===== src/rtl/wd_pkg.sv =====
package wd_pkg;
  localparam int unsigned SEL_W        = 2;
  localparam int unsigned NUM_DLY      = 1 << SEL_W;
  localparam int unsigned STAT_ADDR    = 0;
  localparam int unsigned CTRL_ADDR    = 1;
  localparam int unsigned CTRL_EN_BIT  = 0;
  localparam int unsigned CTRL_SEL_LSB = 1;
  localparam int unsigned CTRL_CLR_BIT = 3;
  localparam int unsigned STAT_FLT_BIT = 0;

  typedef struct packed {
    logic             en;
    logic [SEL_W-1:0] sel;
  } wd_cfg_t;
endpackage


===== src/rtl/wd_regs.sv =====
module wd_regs
  import wd_pkg::*;
#(
  parameter int unsigned ADDR_W = 6,
  parameter int unsigned DATA_W = 8
) (
  input  logic              clk_i,
  input  logic              rst_ni,
  input  logic              rd_en_i,
  input  logic              wr_en_i,
  input  logic [ADDR_W-1:0] addr_i,
  input  logic [DATA_W-1:0] wdata_i,
  input  logic              fault_i,
  output wd_cfg_t           cfg_q_o,
  output wd_cfg_t           cfg_d_o,
  output logic              kick_o,
  output logic              clr_o,
  output logic [DATA_W-1:0] rdata_o
);
  logic    stat_hit, ctrl_hit, ctrl_wr;
  wd_cfg_t cfg_q, cfg_d;
  logic    unused_wdata;

  assign stat_hit = addr_i == ADDR_W'(STAT_ADDR);
  assign ctrl_hit = addr_i == ADDR_W'(CTRL_ADDR);
  assign ctrl_wr  = wr_en_i && ctrl_hit;
  assign unused_wdata = ^wdata_i;

  always_comb begin
    cfg_d = cfg_q;
    if (ctrl_wr) begin
      cfg_d.en  = wdata_i[CTRL_EN_BIT];
      cfg_d.sel = wdata_i[CTRL_SEL_LSB +: SEL_W];
    end
  end

  always_ff @(posedge clk_i or negedge rst_ni) begin
    if (!rst_ni) cfg_q <= '0;
    else         cfg_q <= cfg_d;
  end

  assign kick_o = rd_en_i && stat_hit;
  assign clr_o  = ctrl_wr && wdata_i[CTRL_CLR_BIT];

  always_comb begin
    rdata_o = '0;
    if (rd_en_i) begin
      if (stat_hit) begin
        rdata_o[STAT_FLT_BIT] = fault_i;
      end else if (ctrl_hit) begin
        rdata_o[CTRL_EN_BIT]                = cfg_q.en;
        rdata_o[CTRL_SEL_LSB +: SEL_W]      = cfg_q.sel;
      end
    end
  end

  assign cfg_q_o = cfg_q;
  assign cfg_d_o = cfg_d;
endmodule


===== src/rtl/wd_timer.sv =====
module wd_timer
  import wd_pkg::*;
#(
  parameter int unsigned DLY_TICKS [NUM_DLY] = '{10, 20, 50, 100}
) (
  input  logic             clk_i,
  input  logic             rst_ni,
  input  logic             en_i,
  input  logic [SEL_W-1:0] sel_i,
  input  logic             kick_i,
  input  logic             clr_i,
  input  logic             tick_i,
  output logic             expire_o
);
  function automatic int unsigned max_dly();
    int unsigned m = 0;
    for (int i = 0; i < int'(NUM_DLY); i++)
      if (DLY_TICKS[i] > m) m = DLY_TICKS[i];
    return m;
  endfunction

  localparam int unsigned CNT_W = $clog2(max_dly() + 1);

  logic [CNT_W-1:0] ival [NUM_DLY];
  logic [CNT_W-1:0] cnt_q;
  logic             reload;

  for (genvar g = 0; g < int'(NUM_DLY); g++) begin : g_ival
    assign ival[g] = CNT_W'(DLY_TICKS[g]);
  end

  // disabled: hold at the interval picked by the next cfg, so enabling arms a full window
  assign reload   = !en_i || kick_i || clr_i;
  assign expire_o = en_i && tick_i && !kick_i && !clr_i && (cnt_q == CNT_W'(1));

  always_ff @(posedge clk_i or negedge rst_ni) begin
    if (!rst_ni)                       cnt_q <= ival[0];
    else if (reload)                   cnt_q <= ival[sel_i];
    else if (tick_i && cnt_q != '0)    cnt_q <= cnt_q - CNT_W'(1);
  end
endmodule


===== src/rtl/wd_fault.sv =====
module wd_fault (
  input  logic clk_i,
  input  logic rst_ni,
  input  logic set_i,
  input  logic clr_i,
  output logic fault_o
);
  always_ff @(posedge clk_i or negedge rst_ni) begin
    if (!rst_ni)     fault_o <= 1'b0;
    else if (clr_i)  fault_o <= 1'b0;
    else if (set_i)  fault_o <= 1'b1;
  end
endmodule


===== src/rtl/ctl_wdog.sv =====
module ctl_wdog
  import wd_pkg::*;
#(
  parameter int unsigned ADDR_W = 6,
  parameter int unsigned DATA_W = 8,
  parameter int unsigned DLY_TICKS [NUM_DLY] = '{10, 20, 50, 100}
) (
  input  logic              clk_i,
  input  logic              rst_ni,
  input  logic              tick_i,
  input  logic              rd_en_i,
  input  logic              wr_en_i,
  input  logic [ADDR_W-1:0] addr_i,
  input  logic [DATA_W-1:0] wdata_i,
  output logic [DATA_W-1:0] rdata_o,
  output logic              fault_n_o
);
  wd_cfg_t cfg_q, cfg_d;
  logic    kick, clr, expire, fault_q, wd_en;

  wd_regs #(.ADDR_W(ADDR_W), .DATA_W(DATA_W)) i_regs (
    .clk_i   (clk_i),
    .rst_ni  (rst_ni),
    .rd_en_i (rd_en_i),
    .wr_en_i (wr_en_i),
    .addr_i  (addr_i),
    .wdata_i (wdata_i),
    .fault_i (fault_q),
    .cfg_q_o (cfg_q),
    .cfg_d_o (cfg_d),
    .kick_o  (kick),
    .clr_o   (clr),
    .rdata_o (rdata_o)
  );

  assign wd_en = cfg_q.en;

  wd_timer #(.DLY_TICKS(DLY_TICKS)) i_timer (
    .clk_i    (clk_i),
    .rst_ni   (rst_ni),
    .en_i     (wd_en),
    .sel_i    (cfg_d.sel),
    .kick_i   (kick),
    .clr_i    (clr),
    .tick_i   (tick_i),
    .expire_o (expire)
  );

  wd_fault i_fault (
    .clk_i   (clk_i),
    .rst_ni  (rst_ni),
    .set_i   (expire),
    .clr_i   (clr),
    .fault_o (fault_q)
  );

  assign fault_n_o = ~fault_q;
endmodule


===== config.mk =====
export PLATFORM = sky130hd
export DESIGN_NAME = ctl_wdog
export DESIGN_NICKNAME = d
export VERILOG_FILES = /design/src/rtl/wd_pkg.sv /design/src/rtl/wd_regs.sv /design/src/rtl/wd_timer.sv /design/src/rtl/wd_fault.sv /design/src/rtl/ctl_wdog.sv
export SDC_FILE = /design/constraint.sdc
export NUM_CORES = 1
export LEC_CHECK = 0
export CAP_MARGIN = 5
export CORE_UTILIZATION = 36
export CTS_BUF_LIST = sky130_fd_sc_hd__clkbuf_4
export CTS_CLUSTER_DIAMETER = 120
export DETAILED_ROUTE_END_ITERATION = 7
export HOLD_SLACK_MARGIN = 0.15
export PLACE_DENSITY = 0.66
export SYNTH_ARGS = -nofsm -noshare
export SYNTH_HDL_FRONTEND = slang
export SYNTH_SLANG_ARGS = --single-unit

===== constraint.sdc =====
create_clock -name clk_i -period 1.8 [get_ports clk_i]
set_input_delay 0.36 -clock clk_i [delete_from_list [all_inputs] [get_ports clk_i]]
set_output_delay 0.36 -clock clk_i [all_outputs]
set_load 0.01 [all_outputs]

Word-level counts from Yosys, hierarchy flattened
Cells that the tools add are included.
- equality and inequality tests: 2
- muxes and demuxes: 12
- add/subtract/negate cells: 1
- reductions and logical operators: 17
- $lt $le $gt $ge: 1
- bitwise operators: 2
- operators with widths (cell ; number):
    $mux 7 ; 4
    $bmux 7 s2 ; 1
    $logic_and 1x1->1 ; 8
    $eq 7x1->1 const B ; 1
    $reduce_bool 7->1 ; 1
    $sub 7x1->7 const B ; 1
    $eq 6x1->1 const B ; 1
    $logic_not 6->1 ; 1
    $mux 3 ; 2
    $mux 2 ; 2
    $reduce_bool 2->1 ; 2
    $ge 3x3->1 const B ; 1
    $logic_not 1->1 ; 3
    $mux 1 ; 3
    $not 2->3 ; 1
    $logic_or 1x1->1 ; 2
    $not 1->1 ; 1
- output and inout bits: 9
- word-level logic and storage cells: 39
- bits of input ports: 19
- register bits: 11

Logic depth before layout (Yosys ltp)
- depth after elaboration: 8
- gate-level depth with buffers: 6
- depth with buffers taken out: 6

By module
From an unflattened synthesis, not the netlist that was laid out.
- cell total of the unflattened synthesis: 83
- area, all modules: 773.2 um2
- by module, submodules not included (module ; area each (um2) ; cells an instance ; sequential area each (um2) ; instances):
    wd_timer ; 508.0 ; 56 ; 177.7 ; 1
    wd_regs ; 226.5 ; 24 ; 75.1 ; 1
    wd_fault ; 35.0 ; 2 ; 25.0 ; 1
    ctl_wdog ; 3.8 ; 1 ; 0.0 ; 1

Worst setup path after synthesis
Ideal clock, no wire load.
- path type: register to register
- from: register i_timer.cnt_q[1]
- to: register i_timer.cnt_q[5]
- setup time: 82 ps
- path buffers: 0
- arrival: 1604 ps
- data required time: 1718 ps
- clock period less this slack: 1686 ps
- cell stages (with the launch flop): 7
- setup slack: 114 ps
- cell sequence: dfstp_2 inv_1 ha_1 nand2b_1 o21ai_4 or4b_1 a31oi_1
- word-level cells in the longest chain between the ends: 3
- elaborated cells on any way between the ends: 6
- classes of those cells: add/sub: 1; mux: 2; reduce/logical: 3
- ends and longest elaborated chain (what ; RTL line ; RTL):
    start: declaration ; wd_timer.sv:25 ; logic [CNT_W-1:0] cnt_q;
    start signal: assignment ; wd_timer.sv:37 ; if (!rst_ni) cnt_q <= ival[0];
    start signal: assignment ; wd_timer.sv:38 ; else if (reload) cnt_q <= ival[sel_i];
    start signal: assignment ; wd_timer.sv:39 ; else if (tick_i && cnt_q != '0) cnt_q <= cnt_q - CNT_W'(1);
    $sub 7x1->7 or $reduce_bool 7->1 (tied branches) ; wd_timer.sv:39 ;
    $mux 7 or $logic_and 1x1->1 (tied branches) ; wd_timer.sv:39 ;
    $mux 7 or $reduce_bool 2->1 (tied branches) ; -- ;
Parallel ways exist; a longest one is shown, timed or not. The select of a mux whose other input is x is not followed.
A chain may end at the register's enable or synchronous reset.

Worst setup path in the final report
Same ends and word-level chain as after synthesis.

==> run_results.csv <==
group,metric,value,unit
outcome,status,"finished, final reports clean",
clocking,clk_latency,280,ps
power,finalPower,823.4,µW
setup_path,cp.arrival,1950,ps
setup_path,end_kind,"flip-flop",
layout,finalNonFillerCells,152,
floorplanning,die_w,49.90,µm
synthesis,synth_top_area_frac,0.2727,
sta,whs,404.6,ps
power,switching_share,0.3291,
layout,utilization,0.5716,
grt,grtUsageTotal,0.1929,
synthesis,synthArstFlopShare,1.000,
layout,area_delta_synth_final,42.73,%
place,dp_hpwl,1636,µm
setup_path,slowest_stage,"dfstp_2",
clocking,clockBufferDepth,2,
clocking,cts_tree,"done",
power,p_leak,0.0005739,µW
drt,wl_per_cell,13.50,µm
power,p_clk_frac,0.228,
drt,wl,2052,µm
clocking,cts_root_buffer,"clkbuf_4",
clocking,clock_sinks,11,
setup_path,cp_cell_sequence,"inv_1, ha_1, nand2b_1, o21ai_4, or4b_1, a31oi_1",
synthesis,synth_cell_types,42,
job,maxCapViolations,0,
place,dp_cells,146,
synthesis,synth_common_cells,"dfrtp_1 (9), nand2_1 (8), and3_1 (5), buf_4 (5), o21ai_0 (5)",
drt,via_per_inst,5.303,
setup_path,r2r_slack,50,ps
sta,finalHoldViolCount,0,
setup_path,cp-start-kind,"flip-flop",
synthesis,ys.flop_type,"dfrtp_1",
synthesis,synth_seq_cells,11,
synthesis,yosysWarnings,0,
drt,drc,0,
drt,drt_iter0_markers,20,
power,p_int,552.4,µW
grt,grt_max_degree,12,
min_path,hp-class,"primary input to asynchronous set/reset pin",
power,p_comb_frac,0.360,
setup_path,ff2ff_path_depth,6,
sta,slew_viol_final,0,
setup_path,crit_buf_inv,1,
drt,antenna_left,0,
clocking,htreeDepth,1,
sta,max_freq,569.9,MHz
power,ir_drop,0.0003735,V
clocking,cts_hold_buf,0,
clocking,cts.clk_slew.worst_paths,80,ps
layout,seqCellArea,277.8,µm²
sta,finalSetupViolCount,0,
layout,fillCellCount,203,
layout,antenna_cells,0,
setup_path,worstSetupPathType,"flip-flop to flip-flop",
power,power.switching,271.0,µW
layout,final_nets,148,
grt,antenna_found_initial,0,
synthesis,synth_most_common_cell,"dfrtp_1",
sta,period_minus_slack,1755,ps
synthesis,ys_seq_area_frac,0.3364,
layout,drive_gt1_frac,0.2960,
drt,firstDrtPassIters,4,
drt,vias,806,
floorplanning,die_area,2490,µm²
floorplanning,num_rows,16,
floorplanning,start_util,0.4005,
clocking,numCtsBuffers,3,
synthesis,netlist_top_cells_area,"dfrtp_1 (27%), dfstp_2 (6.4%), buf_4 (4.5%)",
setup_path,reg2reg_to,"i_timer.cnt_q[5]",
sta,clock_skew,8.781,ps
synthesis,synth_area_per_cell,9.279,µm²
synthesis,synth_edf_count,0,
floorplanning,core-area,2062,µm²
floorplanning,io-pin-count,28,
place,numPortBuffers,18,
sta,min_period_over_period,0.9748,
grt,grt_overflow,0,
setup_path,crit_required,1990,ps
synthesis,syn_area,825.8,µm²
place,gp_congestion,0.9306,
power,powerDensity,698.6,nW/µm²
synthesis,synth_top_cell_by_area,"dfrtp_1",
setup_path,cpPeakStageDelay,550,ps
grt,grt_pass1_wl,3588,µm
synthesis,synth_cells,89,
layout,multiInputGateArea,530.5,µm²
sta,rsz0062_at_grt,"no",
setup_path,crit_family,"simple AND/OR/NAND/NOR gates",
setup_path,r2r-start,"i_timer.cnt_q[1]",
floorplanning,die_h,49.90,µm
setup_path,cp_max_fo,4,
grt,grt_pass1_vias,823,
power,seq_power_share,0.412,
[cell families (layout without fill, tap and decap cells)]
kind of cell | count (synthesis) | after routing | share of synthesized area
other | 1 | 5 | 0.004541
AND/OR/NAND/NOR | 36 | 36 | 0.2667
XOR/XNOR | 4 | 4 | 0.04243
multiplexers | 5 | 5 | 0.06364
adder cells (fa/ha/maj) | 3 | 3 | 0.04546
buffers and inverters | 9 | 41 | 0.06364
flip-flops | 11 | 11 | 0.3364
AO/OA/AOI/OAI | 20 | 20 | 0.1773
[layout make-up]
class	count	share of cell area
multi-input combinational	73	0.4501
timing repair buffer	33	0.2473
sequential	11	0.2357
tap	27	0.02866
clock buffer	4	0.02548
inverter	4	0.01274
[per-stage QoR]
step / area [µm²] / setup TNS (ps) / setup WS [ps]
3_5_place_dp: 1115 / -4004 / -463.0
3_3_place_gp: 1115 / -3814 / -416.4
6_report: 1179 / 0 / 45.29
4_1_cts: 1150 / -24.75 / -24.75
5_1_grt: 1179 / 0 / 0.4945
2_1_floorplan: 840.8 / 0 / 114.4
[cell usage in the layout, fill, tap and decap left out, types with 4 or more instances in the layout]
master / instances
buf_4: 15
clkbuf_4: 4
clkdlybuf4s50_1: 9
conb_1: 5
dfrtp_1: 9
dlymetal6s2s_1: 4
inv_1: 4
nand2_1: 8
[layer usage]
metal,GRT usage,wire (µm)
met5,0,0
met4,0.08571,40
met3,0.02778,91
met2,0.3446,1022
met1,0.2245,897
[power groups by stage]
stage | Combinational, µW | Sequential (µW) | Clock, µW
finish | 296 | 339 | 188
CTS | 297 | 339 | 195
floorplan | 181 | 335 | 0
global route | 330 | 346 | 210
global placement | 283 | 342 | 0
detailed placement | 294 | 343 | 0
[sequential cells by signal (all words and copies together), names as in the netlist]
signal,flops
i_timer.cnt_q,7
i_regs.cfg_q_o,3
i_fault.fault_o,1
[worst max-delay path by stage]
stage,from,end,cells past startpoint
final,i_timer.cnt_q[1],i_timer.cnt_q[5],6
after global routing,i_timer.cnt_q[1],i_timer.cnt_q[5],6
after CTS,addr_i[3],rdata_o[2],5
after detailed placement,addr_i[1],rdata_o[2],5
after global placement,addr_i[1],rdata_o[2],5
after floorplan,i_timer.cnt_q[1],i_timer.cnt_q[5],6
[worst reg2reg max path, cell delays in order (launching register included)]
cell and delay (ps):
dfstp_2 550, inv_1 50, ha_1 190, nand2b_1 140
o21ai_4 70, or4b_1 490, a31oi_1 180
[timing repair]
action / in CTS / in global routing
endpoints found under the hold margin: 0 / 0
resized for setup: 18 / 9
setup endpoints to repair: 8 / 5
cloned: 0 / 0
pin swaps: 2 / 4
setup buffers: 2 / 0
(Power assumes the default switching activity.)
